File: src/rtl/sr_pkg.sv
package sr_pkg;

  typedef enum logic [1:0] {
    OP_INV   = 2'd0,
    OP_CLEAN = 2'd1,
    OP_FLUSH = 2'd2,
    OP_RSVD  = 2'd3
  } sr_op_e;

  typedef enum logic [1:0] {
    PLAN_ERR  = 2'd0,
    PLAN_NONE = 2'd1,
    PLAN_ONE  = 2'd2,
    PLAN_TWO  = 2'd3
  } sr_plan_e;

  typedef enum logic [1:0] {
    ST_IDLE   = 2'd0,
    ST_FIRST  = 2'd1,
    ST_SECOND = 2'd2
  } sr_state_e;

  function automatic logic op_allows_whole(input logic [1:0] op);
    return (op == OP_CLEAN) || (op == OP_FLUSH);
  endfunction

endpackage

File: src/rtl/sr_addr_xlat.sv
module sr_addr_xlat #(
  parameter int unsigned         ADDR_W  = 32,
  parameter logic [ADDR_W-1:0]   SEC_LO  = 32'h4000_0000,
  parameter logic [ADDR_W-1:0]   SEC_HI  = 32'hC000_0000,
  parameter logic [ADDR_W-1:0]   OFF_MID = 32'h4000_0000,
  parameter logic [ADDR_W-1:0]   OFF_OUT = 32'h8000_0000
) (
  input  logic [ADDR_W-1:0] addr_i,
  output logic [ADDR_W-1:0] addr_o,
  output logic              in_mid_o
);

  always_comb begin
    in_mid_o = (addr_i >= SEC_LO) && (addr_i < SEC_HI);
    addr_o   = addr_i + (in_mid_o ? OFF_MID : OFF_OUT);
  end

endmodule

File: src/rtl/sr_range_plan.sv
module sr_range_plan
  import sr_pkg::*;
#(
  parameter int unsigned         ADDR_W      = 32,
  parameter logic [ADDR_W-1:0]   SEC_LO      = 32'h4000_0000,
  parameter logic [ADDR_W-1:0]   SEC_HI      = 32'hC000_0000,
  parameter logic [ADDR_W-1:0]   OFF_MID     = 32'h4000_0000,
  parameter logic [ADDR_W-1:0]   OFF_OUT     = 32'h8000_0000,
  parameter logic [ADDR_W-1:0]   CACHE_BYTES = 32'h0008_0000
) (
  input  logic [ADDR_W-1:0] start_i,
  input  logic [ADDR_W-1:0] end_i,
  input  logic [1:0]        op_i,
  output sr_plan_e          kind_o,
  output logic [ADDR_W-1:0] r0_start_o,
  output logic [ADDR_W-1:0] r0_end_o,
  output logic              r0_whole_o,
  output logic [ADDR_W-1:0] r1_start_o,
  output logic [ADDR_W-1:0] r1_end_o
);

  localparam int unsigned       NXL      = 2;
  localparam logic [ADDR_W-1:0] BND_LAST = SEC_HI - 1'b1;
  localparam logic [ADDR_W-1:0] BND_LO_X = BND_LAST + OFF_MID;
  localparam logic [ADDR_W-1:0] BND_HI_X = SEC_HI + OFF_OUT;

  logic [ADDR_W-1:0] xin  [NXL];
  logic [ADDR_W-1:0] xout [NXL];
  logic [NXL-1:0]    mid;
  logic [ADDR_W-1:0] span;

  assign xin[0] = start_i;
  assign xin[1] = end_i;

  for (genvar g = 0; g < NXL; g++) begin : g_xlat
    sr_addr_xlat #(
      .ADDR_W (ADDR_W),
      .SEC_LO (SEC_LO),
      .SEC_HI (SEC_HI),
      .OFF_MID(OFF_MID),
      .OFF_OUT(OFF_OUT)
    ) xlat_i (
      .addr_i  (xin[g]),
      .addr_o  (xout[g]),
      .in_mid_o(mid[g])
    );
  end

  assign span = end_i - start_i;

  always_comb begin
    kind_o     = PLAN_NONE;
    r0_start_o = '0;
    r0_end_o   = '0;
    r0_whole_o = 1'b0;
    r1_start_o = '0;
    r1_end_o   = '0;
    if (start_i < SEC_LO) begin
      kind_o = PLAN_ERR;
    end else if (end_i <= start_i) begin
      kind_o = PLAN_NONE;
    end else if (op_allows_whole(op_i) && (span >= CACHE_BYTES)) begin
      kind_o     = PLAN_ONE;
      r0_whole_o = 1'b1;
    end else if (mid[1] || !mid[0]) begin
      kind_o     = PLAN_ONE;
      r0_start_o = xout[0];
      r0_end_o   = xout[1];
    end else begin
      kind_o     = PLAN_TWO;
      r0_start_o = xout[0];
      r0_end_o   = BND_LO_X;
      r1_start_o = BND_HI_X;
      r1_end_o   = xout[1];
    end
  end

endmodule

File: src/rtl/sr_issue_ctrl.sv
module sr_issue_ctrl
  import sr_pkg::*;
#(
  parameter int unsigned ADDR_W = 32,
  parameter int unsigned OP_W   = 2
) (
  input  logic              clk,
  input  logic              rst_n,
  input  logic              req_valid,
  output logic              req_ready,
  input  sr_plan_e          kind_i,
  input  logic [OP_W-1:0]   op_i,
  input  logic [ADDR_W-1:0] r0_start_i,
  input  logic [ADDR_W-1:0] r0_end_i,
  input  logic              r0_whole_i,
  input  logic [ADDR_W-1:0] r1_start_i,
  input  logic [ADDR_W-1:0] r1_end_i,
  output logic              out_valid,
  input  logic              out_ready,
  output logic [ADDR_W-1:0] out_start,
  output logic [ADDR_W-1:0] out_end,
  output logic [OP_W-1:0]   out_op,
  output logic              out_whole,
  output logic              done,
  output logic              err
);

  sr_state_e         state_q, state_d;
  logic              two_q, two_d;
  logic              done_q, done_d;
  logic              err_q, err_d;
  logic [ADDR_W-1:0] s0_start_q, s0_end_q, s1_start_q, s1_end_q;
  logic              s0_whole_q;
  logic [OP_W-1:0]   op_q;
  logic              accept;
  logic              load_en;

  assign req_ready = (state_q == ST_IDLE);
  assign accept    = req_valid && req_ready;
  assign load_en   = accept && ((kind_i == PLAN_ONE) || (kind_i == PLAN_TWO));

  always_comb begin
    state_d = state_q;
    two_d   = two_q;
    done_d  = 1'b0;
    err_d   = 1'b0;
    unique case (state_q)
      ST_IDLE: begin
        if (accept) begin
          unique case (kind_i)
            PLAN_ERR:  err_d  = 1'b1;
            PLAN_NONE: done_d = 1'b1;
            PLAN_ONE: begin
              state_d = ST_FIRST;
              two_d   = 1'b0;
            end
            PLAN_TWO: begin
              state_d = ST_FIRST;
              two_d   = 1'b1;
            end
            default: state_d = ST_IDLE;
          endcase
        end
      end
      ST_FIRST: begin
        if (out_ready) begin
          if (two_q) begin
            state_d = ST_SECOND;
          end else begin
            state_d = ST_IDLE;
            done_d  = 1'b1;
          end
        end
      end
      ST_SECOND: begin
        if (out_ready) begin
          state_d = ST_IDLE;
          done_d  = 1'b1;
        end
      end
      default: state_d = ST_IDLE;
    endcase
  end

  always_ff @(posedge clk or negedge rst_n) begin
    if (!rst_n) begin
      state_q <= ST_IDLE;
      two_q   <= 1'b0;
      done_q  <= 1'b0;
      err_q   <= 1'b0;
    end else begin
      state_q <= state_d;
      two_q   <= two_d;
      done_q  <= done_d;
      err_q   <= err_d;
    end
  end

  always_ff @(posedge clk or negedge rst_n) begin
    if (!rst_n) begin
      s0_start_q <= '0;
      s0_end_q   <= '0;
      s0_whole_q <= 1'b0;
      s1_start_q <= '0;
      s1_end_q   <= '0;
      op_q       <= '0;
    end else if (load_en) begin
      s0_start_q <= r0_start_i;
      s0_end_q   <= r0_end_i;
      s0_whole_q <= r0_whole_i;
      s1_start_q <= r1_start_i;
      s1_end_q   <= r1_end_i;
      op_q       <= op_i;
    end
  end

  always_comb begin
    out_valid = (state_q != ST_IDLE);
    out_op    = op_q;
    if (state_q == ST_SECOND) begin
      out_start = s1_start_q;
      out_end   = s1_end_q;
      out_whole = 1'b0;
    end else begin
      out_start = s0_start_q;
      out_end   = s0_end_q;
      out_whole = s0_whole_q && (state_q == ST_FIRST);
    end
  end

  assign done = done_q;
  assign err  = err_q;

endmodule

File: src/rtl/sect_remap_splitter.sv
module sect_remap_splitter
  import sr_pkg::*;
#(
  parameter int unsigned         ADDR_W      = 32,
  parameter int unsigned         OP_W        = 2,
  parameter logic [ADDR_W-1:0]   SEC_LO      = 32'h4000_0000,
  parameter logic [ADDR_W-1:0]   SEC_HI      = 32'hC000_0000,
  parameter logic [ADDR_W-1:0]   OFF_MID     = 32'h4000_0000,
  parameter logic [ADDR_W-1:0]   OFF_OUT     = 32'h8000_0000,
  parameter logic [ADDR_W-1:0]   CACHE_BYTES = 32'h0008_0000
) (
  input  logic              clk,
  input  logic              rst_n,
  input  logic              req_valid,
  output logic              req_ready,
  input  logic [ADDR_W-1:0] req_start,
  input  logic [ADDR_W-1:0] req_end,
  input  logic [OP_W-1:0]   req_op,
  output logic              out_valid,
  input  logic              out_ready,
  output logic [ADDR_W-1:0] out_start,
  output logic [ADDR_W-1:0] out_end,
  output logic [OP_W-1:0]   out_op,
  output logic              out_whole,
  output logic              done,
  output logic              err
);

  sr_plan_e          plan_kind;
  logic [ADDR_W-1:0] p0_start, p0_end, p1_start, p1_end;
  logic              p0_whole;

  sr_range_plan #(
    .ADDR_W     (ADDR_W),
    .SEC_LO     (SEC_LO),
    .SEC_HI     (SEC_HI),
    .OFF_MID    (OFF_MID),
    .OFF_OUT    (OFF_OUT),
    .CACHE_BYTES(CACHE_BYTES)
  ) plan_i (
    .start_i   (req_start),
    .end_i     (req_end),
    .op_i      (req_op),
    .kind_o    (plan_kind),
    .r0_start_o(p0_start),
    .r0_end_o  (p0_end),
    .r0_whole_o(p0_whole),
    .r1_start_o(p1_start),
    .r1_end_o  (p1_end)
  );

  sr_issue_ctrl #(
    .ADDR_W(ADDR_W),
    .OP_W  (OP_W)
  ) issue_i (
    .clk       (clk),
    .rst_n     (rst_n),
    .req_valid (req_valid),
    .req_ready (req_ready),
    .kind_i    (plan_kind),
    .op_i      (req_op),
    .r0_start_i(p0_start),
    .r0_end_i  (p0_end),
    .r0_whole_i(p0_whole),
    .r1_start_i(p1_start),
    .r1_end_i  (p1_end),
    .out_valid (out_valid),
    .out_ready (out_ready),
    .out_start (out_start),
    .out_end   (out_end),
    .out_op    (out_op),
    .out_whole (out_whole),
    .done      (done),
    .err       (err)
  );

endmodule

File: config.mk
export PLATFORM = sky130hd
export DESIGN_NAME = sect_remap_splitter
export DESIGN_NICKNAME = d
export VERILOG_FILES = /design/src/rtl/sr_pkg.sv /design/src/rtl/sr_addr_xlat.sv /design/src/rtl/sr_range_plan.sv /design/src/rtl/sr_issue_ctrl.sv /design/src/rtl/sect_remap_splitter.sv
export SDC_FILE = /design/constraint.sdc
export NUM_CORES = 1
export LEC_CHECK = 0
export ABC_AREA = 1
export BUFFER_PORTS_ARGS = -buffer_cell sky130_fd_sc_hd__buf_2
export CAP_MARGIN = 20
export CORE_MARGIN = 5
export CORE_UTILIZATION = 35
export CTS_CLUSTER_SIZE = 25
export DETAILED_ROUTE_END_ITERATION = 6
export PLACE_DENSITY = 0.65
export SLEW_MARGIN = 20
export SYNTH_ARGS = -nofsm -noshare
export SYNTH_HDL_FRONTEND = slang
export SYNTH_HIERARCHICAL = 1
export SYNTH_SLANG_ARGS = --single-unit
File: constraint.sdc
create_clock -name clk -period 1.4 [get_ports clk]
set_input_delay 0.21 -clock clk [delete_from_list [all_inputs] [get_ports clk]]
set_output_delay 0.21 -clock clk [all_outputs]
set_load 0.02 [all_outputs]
; ---- Word-level counts from Yosys, hierarchy flattened
; Index checks and enable logic that the tools add are counted.
[op_classes]
addsub = 3
magnitude_cmp = 7
n_eq_ne = 11
mux = 43
reduce_logical = 17
[ops]
columns = op, count
row1 = $mux W32, 18
row2 = $add A32 B32 Y32, 2
row3 = $ge A32 B31 Y1 const B, 2
row4 = $lt A32 B32 Y1 const B, 2
row5 = $ge A32 B20 Y1 const B, 1
row6 = $le A32 B32 Y1, 1
row7 = $lt A32 B31 Y1 const B, 1
row8 = $sub A32 B32 Y32, 1
row9 = $mux W31, 1
row10 = $mux W2, 8
row11 = $mux W1, 13
row12 = $eq A2 B2 Y1 const B, 4
row13 = $ne A2 B2 Y1 const B, 4
row14 = $eq A2 B1 Y1 const B, 3
row15 = $logic_and A1 B1 Y1, 6
row16 = $pmux W2 S3, 1
row17 = $logic_not A2 Y1, 2
row18 = $reduce_and A4 Y1, 1
row19 = $reduce_bool A2 Y1, 2
row20 = $logic_or A1 B1 Y1, 3
row21 = $pmux W1 S3, 1
row22 = $reduce_and A3 Y1, 1
row23 = $pmux W1 S2, 1
row24 = $reduce_or A2 Y1, 1
row25 = $logic_not A1 Y1, 1
[word_totals]
regBits = 136
inputBits = 70
out_inout_bits = 71
wordCells = 91

; ---- Logic depth before layout (Yosys ltp)
[logic_depth]
word_depth = 13
depth_mapped = 23
depth_no_buf = 22

; ---- Cells and area by module
; The synthesis kept the hierarchy.
[by_module_without_submodules]
columns = module, instances, cells_per_inst, area_each_um2, seq_area_each_um2
row1 = sr_issue_ctrl, 1, 796, 6754.0, 3403.3
row2 = sr_range_plan, 1, 754, 3711.1, 0.0
row3 = sr_addr_xlat, 2, 40, 271.5, 0.0

; ---- Worst setup path before layout
; No wires, ideal clock.
[synth_timing]
path_kind = input port to flip-flop
from = input port req_start[20]
to = register issue_i.op_q[0], in the netlist issue_i/out_op[0]
setup_time_ns = 0.118
arrival_ns = 2.160
required_ns = 1.282
setup_slack_ns = -0.878
stages = 17
n_path_buf = 2
cell_sequence = inv_1 -> ha_1 -> nand2_2 -> nor2_1 -> nand2_1 -> nor2_1 -> nand2_1 -> nand3_1 -> nand2_1 -> o2111ai_1 -> nand2_1 -> nor2_4 -> nand3_4 -> buf_6 -> buf_6 -> nand2_1 -> o21ai_2
[synth_between]
elab_cells_between_ends = 18
classes_between = 1 x add/sub / 5 x order compare / 2 x eq/ne / 4 x mux / 6 x reduce/logical
[synth_rtl]
columns = item, line_no
row1 = "start, declared", sect_remap_splitter.sv:16  ; input logic [ADDR_W-1:0] req_start,
row2 = $le A32 B32 Y1, sr_range_plan.sv:60  ; end else if (end_i <= start_i) begin
row3 = $mux W2, sr_range_plan.sv:60
row4 = $mux W2 *, sr_range_plan.sv:58  ; if (start_i < SEC_LO) begin
row5 = via plan_kind[1], sect_remap_splitter.sv:29  ; sr_plan_e plan_kind;
row6 = $eq A2 B2 Y1, sr_issue_ctrl.sv:40  ; assign load_en = accept && ((kind_i == PLAN_ONE) || (kind_i == PLAN_TWO));
row7 = $logic_or A1 B1 Y1 *, sr_issue_ctrl.sv:40
row8 = $logic_and A1 B1 Y1 *, sr_issue_ctrl.sv:40
row9 = "end signal, assigned", sr_issue_ctrl.sv:113  ; op_q <= op_i;
row10 = "end, declared", sr_issue_ctrl.sv:34  ; logic [OP_W-1:0] op_q;
; Mark *: on every way through the listed nets, which the timed path passes. The rest lies on a longest branch.
; A chain may end at the register's enable or synchronous reset.

; ---- Worst setup path after layout
[layout_timing]
from = input port req_end[24]
to = register issue_i.s1_end_q[14]
[layout_between]
elab_cells_between_ends = 20
classes_between = 1 x add/sub / 4 x order compare / 2 x eq/ne / 8 x mux / 5 x reduce/logical
[layout_rtl]
columns = item, line_no
row1 = "start, declared", sect_remap_splitter.sv:17  ; input logic [ADDR_W-1:0] req_end,
row2 = branches (longest 5 deep; another with $sub A32 B32 Y32), n/a
row3 = $mux W32 *, sr_range_plan.sv:60
row4 = $mux W32 *, sr_range_plan.sv:58
row5 = via p1_end[14], sect_remap_splitter.sv:30  ; logic [ADDR_W-1:0] p0_start, p0_end, p1_start, p1_end;
row6 = "end signal, assigned", sr_issue_ctrl.sv:112  ; s1_end_q <= r1_end_i;
row7 = "end, declared", sr_issue_ctrl.sv:32  ; logic [ADDR_W-1:0] s0_start_q, s0_end_q, s1_start_q, s1_end_q;
; Mark *: on every way through the listed nets, which the timed path passes.

==> run metrics <==
sequential share of power=31.8%; Slowest-stage cell, CP=ha_4; Routed Antenna Nets=0; post-synthesis cell count=1630; Total Wirelength=36510 µm; worst min path class=primary input to flip-flop; Final Power=17.05 mW; vias in the first global route=10110; crit path to=issue_i/s1_end_q[14]; DP Worst Slack=-1.557 ns; post-synthesis cell type count=36; Top delay family on crit path=simple AND/OR/NAND/NOR gates; Post-Place Cell Area=0.01297 mm²; htree depth=4; DR pass1 iterations=5; status=finished, violations left; I/O Buffers=140; non-filler cells, final=2261; CTS Sinks=136; register bit count reported by yosys=136; number of CTS-inserted buffers=17; placed wire-length estimate=25360 µm; Starting Density=35.16%; NetSw=6.868 mW; synth top area cells=dfrtp_1 31%, nand2_1 17%, inv_1 12%; CP max stage delay=0.27 ns; Finished Cell Area=0.01564 mm²; internal power=10.18 mW; violated checks=setup timing; Post-route DRC=0; via count=10560; crit share post-route=171.3%; register area share after synthesis=30.92%; Synth Flop Type=dfrtp_1; TritonCTS clock tree=done; total grt overflow=0; area share of the largest cell type after synthesis=30.92%; leading area contributor after synthesis=dfrtp_1; Placed Cells=2184; synthesized area=0.01101 mm²; first-pass GRT wire length=54520 µm; RSZ-0062 raised after global routing=true; Async SR Flop Fraction=100.0%; Arr. time, crit path=2.75 ns; Warnings, synthesis=6; maximum VDD drop=762.7 µV; fin nets=1949; clock share of power=24.2%; setup TNS=-140.76 ns; Die Wd=187.3 µm; post-DR wirelength/cell=16.15 µm; CTS root buf=clkbuf_16; Layout area overhead=42.08%; LEAKAGE=8.037 nW; Worst setup SP type=primary input; Via density=4.669; endpoint type of the worst setup path=flip-flop; Clock Tree Buf Depth=2; core area=0.03131 mm²; Max Cap Viol=0; CTS clk-pin slew, worst paths=0.06 ns; Slew Limit Fails=0; Tmin final=2.398 ns; Final Hold Fails=0; die area=0.03510 mm²; top cells by count, synth=510 x nand2_1, 353 x inv_1, 136 x dfrtp_1, 95 x o21ai_2, 93 x buf_4; largest net degree at the start of global routing=46; FF-to-FF Start=issue_i/state_q[0]; Sw Share=40.29%; Crit. path cell count=20; most common cell in the netlist=nand2_1; cell area power density=1090 mW/mm²; chip height=187.3 µm; crit path max fanout=8; Avg Inst Size Synth=6.753 µm²; fmax=0.4171 GHz; GRT Total Usage=19.38%; worst skew pair latency=0.43 ns; gpl congestion=0.9611; number of flops mapped to enable cells by yosys=0; Setup Crit Path Kind=primary input to flip-flop; final setup vio count=203; FP Rows=65; Setup crit start=req_end[24]; # IOs=141; Initial DRC Count=620; r2r endpoint=issue_i/s1_end_q[29]; final worst setup slack=-0.9975 ns; Worst EP required=1.76 ns; Reg2Reg Depth=6; worst path cell trace=buf_2 > ha_4 > nand2_1 > nand2_1 > nand2_1 > nand2_2 > o21bai_1 > nor2_1 > nand3b_1 > nand2_1 > nand2_1 > nor2_2 > nand3_2 > nand2_2 > buf_6 > nand3_4 > clkbuf_16 > nor2_2 > inv_1 > o21ai_2; r2r setup slk=-0.16 ns; combinational group share of total power=44.0%; initial antenna violation count=2; layout cells sized above 1=46.50%; Buf/Inv on CP=4; most used cell along the critical path=nand2_1; Worst Skew=0.007289 ns
tightest hold or removal path, stage by stage:
cell	delay, ns
buf_2	0.11
inv_1	0.06
o21ai_2	0.05
logic make-up (layout without fill, tap and decap cells):
logic type | count (synthesis) | count (layout) | synth area share [%]
adders and majority gates | 34 | 34 | 3.865
DFF | 136 | 136 | 30.92
and+or+nand+nor | 751 | 753 | 28.62
other | 1 | 32 | 0.03407
AOI/OAI and AO/OA | 194 | 194 | 13.16
xor gates and xnor gates | 1 | 1 | 0.07958
buffers and inverters | 513 | 709 | 23.32
cells in the final DEF (no fill, tap or decap), types with 4 or more instances in the layout:
cell / n
inv_4: 12
buf_4: 150
nand3_1: 85
o21ai_1: 31
nand2_1: 330
a21oi_4: 4
nand4_1: 9
buf_6: 48
o21ai_2: 101
inv_1: 290
buf_8: 11
nand2_8: 4
nand2_2: 145
nor2_4: 48
clkbuf_16: 24
buf_12: 14
dfrtp_1: 135
inv_2: 56
clkinvlp_4: 4
ha_1: 4
ha_4: 30
conb_1: 31
nor2_1: 45
nand2_4: 39
buf_16: 15
buf_2: 71
nand3_2: 5
nor2_2: 24
nand3b_1: 4
a21oi_1: 17
a21oi_2: 35
metal layers:
layer / vias to the layer above / share of wire (%) / wire length (µm) / GRT usage (%)
li1: 5220 / - / - / -
met1: 5003 / 43 / 15650 / 24.81
met2: 275 / 50 / 18230 / 33.35
met3: 54 / 4.7 / 1705 / 3.247
met4: 4 / 2.4 / 892 / 6.314
met5: - / 0.074 / 27 / 0
power by group through the flow:
| stage | Clock [mW] | Combinational [mW] | Sequential (mW) |
|---|---|---|---|
| floorplan | 0 | 4.31 | 5.31 |
| global placement | 0 | 6.02 | 5.34 |
| detailed placement | 0 | 6.10 | 5.38 |
| CTS | 4.18 | 6.99 | 5.35 |
| global route | 4.34 | 8.08 | 5.52 |
| finish | 4.13 | 7.49 | 5.42 |
cell type report:
cell class	count	area, µm²
antenna	1	2.502
inverter	360	1394
clock inverter	13	100.1
clock buffer	19	432.9
fill	2923	15670
tap	402	503.0
multi-input combinational	1013	6738
sequential	136	3405
timing repair buffer	317	3065
how the worst min path moves through the flow:
| stage | startpoint | to | slack [ns] | cells past startpoint |
|---|---|---|---|---|
| 2_1_floorplan | rst_n | issue_i/done | -0.09 | 0 |
| 3_3_place_gp | rst_n | issue_i/s0_end_q[7] | 0.10 | 1 |
| 3_5_place_dp | rst_n | issue_i/s0_end_q[7] | 0.10 | 1 |
| 4_1_cts | req_op[1] | issue_i/out_op[1] | 0.02 | 3 |
| 5_1_grt | req_op[1] | issue_i/out_op[1] | 0.04 | 3 |
| 6_report | req_op[1] | issue_i/out_op[1] | 0.04 | 3 |
registers in the layout, indices dropped and copies added (netlist names):
signal / flops
issue_i/s0_end_q: 32
issue_i/s0_start_q: 32
issue_i/s1_end_q: 32
issue_i/s1_start_q: 32
issue_i/out_op: 2
issue_i/state_q: 2
issue_i/done: 1
issue_i/err: 1
issue_i/s0_whole_q: 1
issue_i/two_q: 1
repair_timing:
item	in CTS	in global routing
endpoints found under the setup margin	203	203
gates resized for setup	292	162
endpoints found under the hold margin	136	0
hold buffers	1	0
pin swaps	86	65
cloned	12	8
setup buffers	17	6
per-stage QoR:
stage / utilization (%) / hold slack (ns)
2_1_floorplan: - / -0.08559
3_3_place_gp: 41.43 / 0.1027
3_5_place_dp: 41.43 / 0.1011
4_1_cts: 47.63 / 0.02444
5_1_grt: 49.94 / 0.03725
6_report: 49.95 / 0.04280
(Power assumes the default switching activity.)
